--- src/rtl/march_pkg.sv ---
package march_pkg;

  typedef enum logic [2:0] {
    OP_INIT_W1 = 3'd0,
    OP_W0      = 3'd1,
    OP_R0      = 3'd2,
    OP_W1      = 3'd3,
    OP_R1      = 3'd4
  } march_op_e;

  typedef enum logic [1:0] {
    ST_IDLE,
    ST_INIT,
    ST_MAIN,
    ST_FIN
  } march_st_e;

  function automatic logic op_is_write(march_op_e op);
    return (op == OP_INIT_W1) || (op == OP_W0) || (op == OP_W1);
  endfunction

  // data polarity of an operation: written value or expected read value
  function automatic logic op_data_one(march_op_e op);
    return (op == OP_INIT_W1) || (op == OP_W1) || (op == OP_R1);
  endfunction

  function automatic march_op_e op_next(march_op_e op);
    case (op)
      OP_W0:   return OP_R0;
      OP_R0:   return OP_W1;
      OP_W1:   return OP_R1;
      default: return OP_W0;
    endcase
  endfunction

endpackage

--- src/rtl/march_addr_ctr.sv ---
module march_addr_ctr #(
  parameter int ADDR_W = 10
) (
  input  logic              clk,
  input  logic              rst_n,
  input  logic              clr,
  input  logic              inc,
  output logic [ADDR_W-1:0] addr,
  output logic              at_last
);
  localparam logic [ADDR_W-1:0] LAST = {ADDR_W{1'b1}};

  always_ff @(posedge clk) begin
    if (!rst_n)   addr <= '0;
    else if (clr) addr <= '0;
    else if (inc) addr <= addr + 1'b1;
  end

  assign at_last = (addr == LAST);
endmodule

--- src/rtl/march_op_seq.sv ---
module march_op_seq
  import march_pkg::*;
(
  input  logic      clk,
  input  logic      rst_n,
  input  logic      go,
  input  logic      at_last,
  output march_st_e state,
  output march_op_e op,
  output logic      op_valid,
  output logic      addr_clr,
  output logic      addr_inc
);
  logic init_end;
  logic step_end;

  assign init_end = (state == ST_INIT) && at_last;
  assign step_end = (state == ST_MAIN) && (op == OP_R1);

  always_ff @(posedge clk) begin
    if (!rst_n) begin
      state <= ST_IDLE;
      op    <= OP_INIT_W1;
    end else if (go) begin
      state <= ST_INIT;
      op    <= OP_INIT_W1;
    end else begin
      case (state)
        ST_INIT: if (at_last) begin
          state <= ST_MAIN;
          op    <= OP_W0;
        end
        ST_MAIN: begin
          op <= op_next(op);
          if (step_end && at_last) state <= ST_FIN;
        end
        default: ;
      endcase
    end
  end

  assign op_valid = (state == ST_INIT) || (state == ST_MAIN);
  assign addr_clr = go || init_end;
  assign addr_inc = ((state == ST_INIT) && !at_last) || step_end;
endmodule

--- src/rtl/march_rd_check.sv ---
module march_rd_check
  import march_pkg::*;
#(
  parameter int ADDR_W = 10,
  parameter int DATA_W = 32
) (
  input  logic              clk,
  input  logic              rst_n,
  input  logic              clr,
  input  logic              rd_issue,
  input  march_op_e         rd_op,
  input  logic [ADDR_W-1:0] rd_addr,
  input  logic [DATA_W-1:0] rdata,
  output logic              pend,
  output logic              mismatch,
  output logic              fail,
  output logic [ADDR_W-1:0] fail_addr,
  output logic [2:0]        fail_op
);
  march_op_e         op_q;
  logic [ADDR_W-1:0] addr_q;
  logic [DATA_W-1:0] expect_word;

  always_ff @(posedge clk) begin
    if (!rst_n) begin
      pend   <= 1'b0;
      op_q   <= OP_R0;
      addr_q <= '0;
    end else begin
      pend <= rd_issue;
      if (rd_issue) begin
        op_q   <= rd_op;
        addr_q <= rd_addr;
      end
    end
  end

  assign expect_word = {DATA_W{op_data_one(op_q)}};
  assign mismatch    = pend && (rdata != expect_word);

  always_ff @(posedge clk) begin
    if (!rst_n || clr) begin
      fail      <= 1'b0;
      fail_addr <= '0;
      fail_op   <= 3'd0;
    end else if (mismatch && !fail) begin
      fail      <= 1'b1;
      fail_addr <= addr_q;
      fail_op   <= op_q;
    end
  end
endmodule

--- src/rtl/march_seq_ctrl.sv ---
module march_seq_ctrl
  import march_pkg::*;
#(
  parameter int ADDR_W = 10,
  parameter int DATA_W = 32
) (
  input  logic              clk,
  input  logic              rst_n,
  input  logic              start,
  input  logic [DATA_W-1:0] mem_rdata,
  output logic [ADDR_W-1:0] mem_addr,
  output logic              mem_we,
  output logic              mem_re,
  output logic [DATA_W-1:0] mem_wdata,
  output logic              op_valid,
  output logic [2:0]        op_tag,
  output logic              busy,
  output logic              done,
  output logic              fail,
  output logic [ADDR_W-1:0] fail_addr,
  output logic [2:0]        fail_op
);
  march_st_e state;
  march_op_e op;
  logic      go;
  logic      at_last;
  logic      addr_clr;
  logic      addr_inc;
  logic      rd_pend;
  logic      rd_mismatch;

  assign go = start && !busy;

  march_op_seq u_seq (
    .clk      (clk),
    .rst_n    (rst_n),
    .go       (go),
    .at_last  (at_last),
    .state    (state),
    .op       (op),
    .op_valid (op_valid),
    .addr_clr (addr_clr),
    .addr_inc (addr_inc)
  );

  march_addr_ctr #(.ADDR_W(ADDR_W)) u_addr (
    .clk     (clk),
    .rst_n   (rst_n),
    .clr     (addr_clr),
    .inc     (addr_inc),
    .addr    (mem_addr),
    .at_last (at_last)
  );

  assign mem_we    = op_valid && op_is_write(op);
  assign mem_re    = op_valid && !op_is_write(op);
  assign mem_wdata = {DATA_W{op_data_one(op)}};
  assign op_tag    = op;

  march_rd_check #(.ADDR_W(ADDR_W), .DATA_W(DATA_W)) u_chk_rd (
    .clk       (clk),
    .rst_n     (rst_n),
    .clr       (go),
    .rd_issue  (mem_re),
    .rd_op     (op),
    .rd_addr   (mem_addr),
    .rdata     (mem_rdata),
    .pend      (rd_pend),
    .mismatch  (rd_mismatch),
    .fail      (fail),
    .fail_addr (fail_addr),
    .fail_op   (fail_op)
  );

  assign busy = op_valid || ((state == ST_FIN) && rd_pend);
  assign done = (state == ST_FIN) && !rd_pend;
endmodule

--- config.mk ---
export PLATFORM = sky130hd
export DESIGN_NAME = march_seq_ctrl
export DESIGN_NICKNAME = d
export VERILOG_FILES = /design/src/rtl/march_pkg.sv /design/src/rtl/march_addr_ctr.sv /design/src/rtl/march_op_seq.sv /design/src/rtl/march_rd_check.sv /design/src/rtl/march_seq_ctrl.sv
export SDC_FILE = /design/constraint.sdc
export NUM_CORES = 1
export LEC_CHECK = 0
export ABC_AREA = 1
export BUFFER_PORTS_ARGS = -buffer_cell sky130_fd_sc_hd__buf_2
export CAP_MARGIN = 20
export CORE_ASPECT_RATIO = 1.2
export CORE_UTILIZATION = 50
export CTS_CLUSTER_DIAMETER = 40
export DETAILED_ROUTE_END_ITERATION = 12
export PLACE_DENSITY_LB_ADDON = 0.1
export SYNTH_ARGS = -nofsm -noshare
export SYNTH_HDL_FRONTEND = slang
export SYNTH_SLANG_ARGS = --single-unit
--- constraint.sdc ---
create_clock -name clk -period 3.65 [get_ports clk]
set_input_delay 0.5475 -clock clk [delete_from_list [all_inputs] [get_ports clk]]
set_output_delay 0.5475 -clock clk [all_outputs]
set_load 0.01 [all_outputs]
==> results.toml, run 1 <==
[status]
status = "complete, no violations"

[timing]
finalSetupTns_ns = 0
fin_crit_ns = 2.57
finalWorstSetupSlack_ns = 1.08
max_freq_ghz = 0.389
final-setup-viol-count = 0
rsz0062_at_grt = "no"
worst_pin_slew_ns = 0.693
timing.hold.ws_ns = 0.461
hold_viol_final = 0
fin_skew_ns = 0.00335
layout_worst_path_cycle_share_pct = 70.4
slew_violations = 0
slew-limit-headroom_pct = 53.7

[final_layout]
syn_to_final_growth_pct = 16.2
final_cells = 495
drive_gt1_share_pct = 26.5
nNetsFinal = 478
seq_area_um2 = 861
postLayoutCoreUtil_pct = 61.3
antenna_cells = 0
finalInstanceArea_um2 = 2860
fillers = 461
multi_input_area_um2 = 1210

[job]
cap_violations = 0

[cts]
hold_buffers = 0
clkSinkCount = 43
cts_buffers = 5
htreeDepth = 2
post-cts-setup-buffers = 0
clock_latency_ns = 0.29
cts_tree = "done"
cts.path.max_buffers = 2
clkSlewWorstSetupHoldPaths_ns = 0.08
root_buffer = "clkbuf_8"
postCtsResizedCells = 0

[logic_synthesis]
yosysWarnings = 0
ys_types = 28
synthCells = 369
synth_seq_area_share_pct = 35.0
synth.net_count = 410
async_flop_share_pct = 0
synth-edff-count = 0
syn_area_um2 = 2460
syn_avg_cell_area_um2 = 6.67
synth_ff_type = "dfxtp_1"
synth_seq_cells = 43

[power_and_ir_drop]
switching_share_pct = 41.6
combPwrFrac_pct = 49.5
powerDensity_nw_per_um2 = 594
p_leak_nw = 1.31
finalPower_mw = 1.70
intPower_uw = 990
ir_drop_v = 0.000472
clockPowerShare_pct = 17.9
power_frac_seq_pct = 32.7
switchingPower_uw = 706

[floorplanning]
die_y_um = 78.8
fp.coreArea_um2 = 4660
start_util_pct = 52.8
rows = 27
die-area_um2 = 5210
die_w_um = 66.0
ios = 99

[hold_path]
hold_class = "reg -> reg"

[drt]
routedWlPerCell_um = 10.5
route.detailed.drc = 0
drt_wl_total_um = 5180
ant_nets = 0
vias_per_cell = 4.77
first_pass_iters = 4
routed-via-count = 2363
drt_iter0_drc = 61

[critical_path]
path_max_fanout = 26
arrival_ns = 2.02
critPathSlowestCell = "nand2_1"
cp_cell_sequence = "inv_1 > ha_1 > inv_1 > nand2_1 > inv_1 > buf_2"
startpoint_type = "flop"
max_stage_delay_ns = 0.52
critPathMostFrequentCell = "inv_1"
worstPathRequired_ns = 3.10
cp-end-kind = "primary output"
worstSetupPathType = "reg -> out"

[global_route]
grt_pass1_wl_um = 8460
antenna_found_initial = 0
grt_pass1_vias = 2042
grt_usage_pct = 20.8
grt_remaining_overflow = 0
grt_max_degree = 33

[place]
place.gp.congestion = 0.861
portBuffers = 98
place_ws_ns = 1.40
dp.cells = 488
hpwl_um = 4090
dpl_cell_area_um2 = 2770
sequential cells by signal, summed over array words and instances (netlist names):
register and flops:
u_seq.state 2, u_chk_rd.fail 1, u_chk_rd.op_q 3, u_chk_rd.fail_addr 10, u_chk_rd.pend 1, u_chk_rd.fail_op 3, u_seq.op 3, u_chk_rd.addr_q 10
u_addr.addr 10
cells in the mapped netlist, types with 2 or more instances:
library cell / number / area share, %
dfxtp_1: 43 / 35
buf_4: 32 / 9.8
nor2_2: 2 / 0.51
nor3_1: 2 / 0.41
inv_1: 33 / 5.0
nand2_1: 85 / 13
nor2_1: 72 / 11
nand4_1: 17 / 4.3
xor2_1: 5 / 1.8
ha_1: 6 / 3.1
o21ai_1: 2 / 0.41
clkbuf_1: 6 / 0.92
nand3_1: 8 / 1.6
o21ai_0: 14 / 2.8
nand2_2: 2 / 0.51
a21oi_1: 28 / 5.7
cell type report:
class,instances,share of cell area (%)
inverter,33,4.33
multi-input combinational,254,42.3
sequential,43,30.1
timing repair buffer,100,17.7
clock buffer,6,2.89
clock inverter,1,0.175
tap,58,2.54
layout by cell type, fill, tap and decap left out, drive strengths merged:
| cell type | count |
|---|---|
| clkinv | 1 |
| a21oi | 29 |
| xnor2 | 1 |
| nand3 | 8 |
| clkbuf | 6 |
| nor2 | 75 |
| nand2 | 88 |
| o21ai | 17 |
| o21bai | 1 |
| buf | 100 |
| inv | 33 |
| and3 | 1 |
| nand4 | 17 |
| o211ai | 1 |
| xor2 | 5 |
| nand3b | 1 |
| nor3 | 2 |
| ha | 6 |
| dfxtp | 43 |
| or2 | 1 |
| o22ai | 1 |
power by group through the flow:
stage	registers [mW]	clock network [mW]	logic (mW)
after floorplan	0.565	0	0.827
after global placement	0.563	0	0.842
after detailed placement	0.565	0	0.849
after CTS	0.554	0.313	0.851
after global routing	0.562	0.329	0.947
final	0.554	0.304	0.839
worst max-delay path: cells and delay by family (launching register included):
family	cells	cell delay (ns)
buffers and inverters	4	0.45
DFF	1	0.40
adders and majority gates	1	0.36
and+or+nand+nor	1	0.52
kinds of logic after synthesis:
logic type                 synth area share [%]
buffers and inverters                      15.9
xor gates and xnor gates                   2.14
AOI/OAI and AO/OA                          10.8
DFF                                        35.0
adders and majority gates                  3.05
and+or+nand+nor                            33.1
worst paths after layout:
check                           slack (ns)  cells after the start          startpoint                  to
worst min register to register        0.46                      2  u_chk_rd.addr_q[5]  u_chk_rd.addr_q[5]
worst min-delay path                  0.46                      2  u_chk_rd.addr_q[5]  u_chk_rd.addr_q[5]
worst max-delay path                  1.08                      6      u_seq.state[0]              mem_re
worst max register to register        1.41                      8      u_seq.state[0]      u_addr.addr[2]
metal layers:
layer	global-route usage [%]	vias up	share of wire [%]
li1	-	1276	-
met1	24.0	1017	45
met2	35.0	58	47
met3	5.17	12	4.8
met4	10.2	0	2.8
met5	0	-	0
(Power assumes the default switching activity.)
==> inputs of run 2 (changes only) <==
- CORE_UTILIZATION: 50 -> 49
- clock period: 3.65 -> 2.4 ns (I/O delays scaled with it)
==> run 2 against run 1 <==
- clock skew grew 0.00096 ns
- worst hold slack lost 0.091 ns
- setup slack lost 0.58 ns
- die area grew 2.0%
- global-route usage shrank 0.52 points
- critical path depth is the same
- cell count grew 0.81%
- critical path type unchanged
==> results.toml, run 2 (same netlist as run 1, synthesis figures left out) <==
[cts]
clock_latency_ns = 0.29
cts_tree = "done"
clkSlewWorstSetupHoldPaths_ns = 0.08
postCtsResizedCells = 0
post-cts-setup-buffers = 0
hold_buffers = 0
cts.path.max_buffers = 2
root_buffer = "clkbuf_8"
htreeDepth = 2
clkSinkCount = 43
cts_buffers = 5

[critical_path]
worstRegToRegCells = 8
startpoint = "u_seq.state[0]"
worstSetupEndpoint = "mem_re"
path_max_fanout = 5
worstSetupPathType = "reg -> out"
arrival_ns = 1.54
worstPathRequired_ns = 2.04
startpoint_type = "flop"
cp-end-kind = "primary output"
rrSetupSlack_ns = 0.57
reg2reg_to = "u_addr.addr[2]"
r2r-start = "u_seq.state[0]"

[status]
status = "complete, no violations"

[hold_path]
hold_class = "in -> reg"

[drt]
drt_wl_total_um = 5170
routed-via-count = 2344
first_pass_iters = 5
drt_iter0_drc = 74
ant_nets = 0
route.detailed.drc = 0
vias_per_cell = 4.70
routedWlPerCell_um = 10.4

[timing]
layout_worst_path_cycle_share_pct = 79.1
max_freq_ghz = 0.527
finalSetupTns_ns = 0
rsz0062_at_grt = "no"
slew_violations = 0
fin_crit_ns = 1.90
slew-limit-headroom_pct = 65.2
hold_viol_final = 0
fin_skew_ns = 0.00431
worst_pin_slew_ns = 0.521
finalWorstSetupSlack_ns = 0.502
final-setup-viol-count = 0

[place]
portBuffers = 98
hpwl_um = 4050
place_ws_ns = 0.587
place.gp.congestion = 0.912
dp.cells = 491

[final_layout]
fillers = 449
nNetsFinal = 481
top_regs = "u_addr.addr x10, u_chk_rd.addr_q x10, u_chk_rd.fail_addr x10"
drive_gt1_share_pct = 27.2
most-common-layout-cells = "98 x buf_2, 85 x nand2_1, 72 x nor2_1"
syn_to_final_growth_pct = 17.1
layout_commonest_cell = "buf_2"
final_cells = 499
antenna_cells = 0

[power_and_ir_drop]
powerDensity_nw_per_um2 = 898
p_leak_nw = 1.32
ir_drop_v = 0.000980

[global_route]
antenna_found_initial = 0
grt_pass1_vias = 2047
grt_max_degree = 33
grt_remaining_overflow = 0
grt_usage_pct = 20.2
grt_pass1_wl_um = 8560

[floorplanning]
die-area_um2 = 5310
rows = 27
ios = 99
fp.coreArea_um2 = 4700
die_y_um = 79.6
start_util_pct = 52.4
die_w_um = 66.7

[job]
cap_violations = 0
-- run 2: cell count changes in the layout (fill, tap and decap cells not counted) --
cell and delta:
clkbuf_1 +1, buf_4 +3, clkbuf_8 -1, a21oi_1 -1, clkinvlp_4 +1, a21oi_2 +1
-- run 2: per-layer routing --
| layer | wire [um] | global-route usage [%] |
|---|---|---|
| met4 | 53 | 5.74 |
| met2 | 2500 | 36.4 |
| met3 | 291 | 3.57 |
| met1 | 2320 | 24.0 |
| met5 | 0 | 0 |
-- run 2: worst min-delay path by stage --
| stage | from | end | slack, ns | cells after the start |
|---|---|---|---|---|
| floorplan | u_chk_rd.addr_q[0] | u_chk_rd.addr_q[0] | 0.43 | 2 |
| global placement | u_chk_rd.addr_q[4] | u_chk_rd.addr_q[4] | 0.44 | 2 |
| detailed placement | u_chk_rd.addr_q[8] | u_chk_rd.addr_q[8] | 0.45 | 2 |
| CTS | rst_n | u_chk_rd.op_q[1] | 0.37 | 2 |
| global route | rst_n | u_chk_rd.op_q[1] | 0.39 | 2 |
| finish | rst_n | u_chk_rd.op_q[1] | 0.37 | 2 |
-- run 2: area by class of cell --
type                       instances  area [um2]  share of cell area, %
clock buffer                       6        72.6                   2.52
inverter                          33         124                   4.30
multi-input combinational        254        1210                   42.0
timing repair buffer             103         528                   18.3
tap                               58        72.6                   2.52
sequential                        43         861                   29.9
clock inverter                     2        12.5                  0.434
-- run 2: metrics by stage --
stage	cell area, um2	hold slack (ns)	utilization [%]	power [mW]
after floorplan	2460	0.429	-	2.10
after detailed placement	2800	0.448	59.6	2.17
final	2880	0.371	61.4	2.59
after CTS	2880	0.365	61.4	2.62
after global routing	2880	0.387	61.4	2.78
after global placement	2800	0.441	59.6	2.15
-- run 2: worst max-delay path, stage by stage (launching register included) --
cell and delay, ns:
dfxtp_1 0.40, inv_1 0.08, ha_1 0.35, inv_1 0.12
nand2_1 0.08, inv_1 0.08, buf_2 0.13
-- run 2: where the power goes --
| part | switching (mW) | leakage [nW] | internal, mW |
|---|---|---|---|
| Combinational | 0.796 | 0.930 | 0.505 |
| Sequential | 0.0565 | 0.347 | 0.785 |
| Clock | 0.240 | 0.0412 | 0.203 |
==> inputs of run 3 (changes only) <==
- CORE_UTILIZATION: 49 -> 44
- clock period: 2.4 -> 1.7 ns (I/O delays scaled with it)
==> run 3 against run 2 <==
- sequential share of layout area shrank 3.8 points
- die area is 11% higher
- sequential cell count unchanged
- register-to-register slack worse by 0.46 ns
- sequential power up 43%
- global-route usage shrank 2.0 points
- clock-buffer cell count shrank 1
- largest cell class unchanged
==> results.toml, run 3 (same netlist as run 1, synthesis figures left out) <==
[cts]
clkSlewWorstSetupHoldPaths_ns = 0.09
cts.path.max_buffers = 2
htreeDepth = 2
cts_buffers = 5
clkSinkCount = 43
cts_tree = "done"
root_buffer = "clkbuf_8"
clock_latency_ns = 0.30

[global_route]
grt_remaining_overflow = 0
grt_max_degree = 33
grt_usage_pct = 18.2
antenna_found_initial = 0
grt_pass1_vias = 2107
grt_pass1_wl_um = 8990

[timing]
layout_worst_path_cycle_share_pct = 99.8
final-setup-viol-count = 0
hold_viol_final = 0
fin_crit_ns = 1.70
worst_pin_slew_ns = 0.381
finalWorstSetupSlack_ns = 0.00366
fin_skew_ns = 0.00748
rsz0062_at_grt = "yes"
slew_violations = 0
slew-limit-headroom_pct = 74.6
max_freq_ghz = 0.590

[floorplanning]
start_util_pct = 46.1
die-area_um2 = 5890
die_y_um = 83.9
ios = 99
die_w_um = 70.3
rows = 29
fp.coreArea_um2 = 5330

[final_layout]
final_cells = 521
top_regs = "u_addr.addr x10, u_chk_rd.addr_q x10, u_chk_rd.fail_addr x10"
nNetsFinal = 499
finalInstanceArea_um2 = 3340
fillers = 512
drive_gt1_share_pct = 33.8
syn_to_final_growth_pct = 35.9
layout_commonest_cell = "nand2_1"
most-common-layout-cells = "80 x nand2_1, 74 x buf_2, 71 x nor2_1"
antenna_cells = 0
postLayoutCoreUtil_pct = 62.7

[critical_path]
rrSetupSlack_ns = 0.11
arrival_ns = 1.44
cp-end-kind = "primary output"
path_max_fanout = 8
max_stage_delay_ns = 0.39
worstPathRequired_ns = 1.44
worstSetupPathType = "reg -> out"
startpoint_type = "flop"
cp_cell_sequence = "inv_2 > nand2_2 > nand2_4 > a21oi_4 > clkbuf_16 > buf_6"
critPathSlowestCell = "dfxtp_4"

[place]
dp.cells = 506
dpl_cell_area_um2 = 2910
place.gp.congestion = 0.916
portBuffers = 98
hpwl_um = 4280
place_ws_ns = 0.0650

[drt]
first_pass_iters = 4
drt_iter0_drc = 106
routedWlPerCell_um = 11.4
ant_nets = 0
drt_wl_total_um = 5920
route.detailed.drc = 0
routed-via-count = 2471
vias_per_cell = 4.74

[power_and_ir_drop]
powerDensity_nw_per_um2 = 1450
ir_drop_v = 0.000949
p_leak_nw = 1.53

[hold_path]
hold_class = "in -> reg"

[job]
cap_violations = 0

[status]
status = "complete, no violations"
-- run 3: final timing paths --
check,startpoint,endpoint,cells past startpoint
max,u_seq.op[1],mem_wdata[15],6
min,rst_n,u_chk_rd.op_q[1],2
max reg2reg,u_addr.addr[1],u_seq.op[1],10
min reg2reg,u_chk_rd.addr_q[0],u_chk_rd.addr_q[0],2
-- run 3: power by group --
group          internal [mW]  total (mW)  switching (mW)
combinational           1.53        2.96            1.44
sequential              1.12        1.20          0.0819
clock                  0.294       0.669           0.375
-- run 3: critical path: cells and delay by family, from the launching register on --
family,cells,cell delay (ns)
DFF,1,0.39
buffers and inverters,3,0.38
AOI/OAI and AO/OA,1,0.24
and+or+nand+nor,2,0.12
-- run 3: stage by stage --
stage	setup TNS (ns)	power (mW)	hold WS (ns)
global placement	0	3.14	0.444
floorplan	0	2.98	0.393
detailed placement	0	3.15	0.448
global route	-1.41	5.12	0.236
CTS	0	3.87	0.238
finish	0	4.83	0.243
-- run 3: area by class of cell --
cell class | instances | area [um2] | share of cell area [%]
clock buffers | 5 | 68.8 | 2.06
clock inverters | 3 | 23.8 | 0.711
inverters | 33 | 126 | 3.78
multi-input cells | 255 | 1300 | 39.0
flip-flops and latches | 43 | 872 | 26.1
well taps | 62 | 77.6 | 2.32
repair buffers | 120 | 870 | 26.0
-- run 3: timing repair --
item                       4_1_cts  5_1_grt
setup buffers                    0        3
resized for setup                3       50
setup endpoints to repair       33       58
gates cloned                     0        4
pin swaps                        0        3
hold buffers                     0        0
-- run 3: per-layer routing --
metal | GRT usage, % | part of all wire, % | wire (um) | vias up
met5 | 0 | 0 | 0 | -
met2 | 32.6 | 49 | 2930 | 76
met4 | 5.27 | 1.3 | 77 | 0
met1 | 21.4 | 44 | 2600 | 1060
met3 | 3.86 | 5.4 | 322 | 11
li1 | - | - | - | 1324
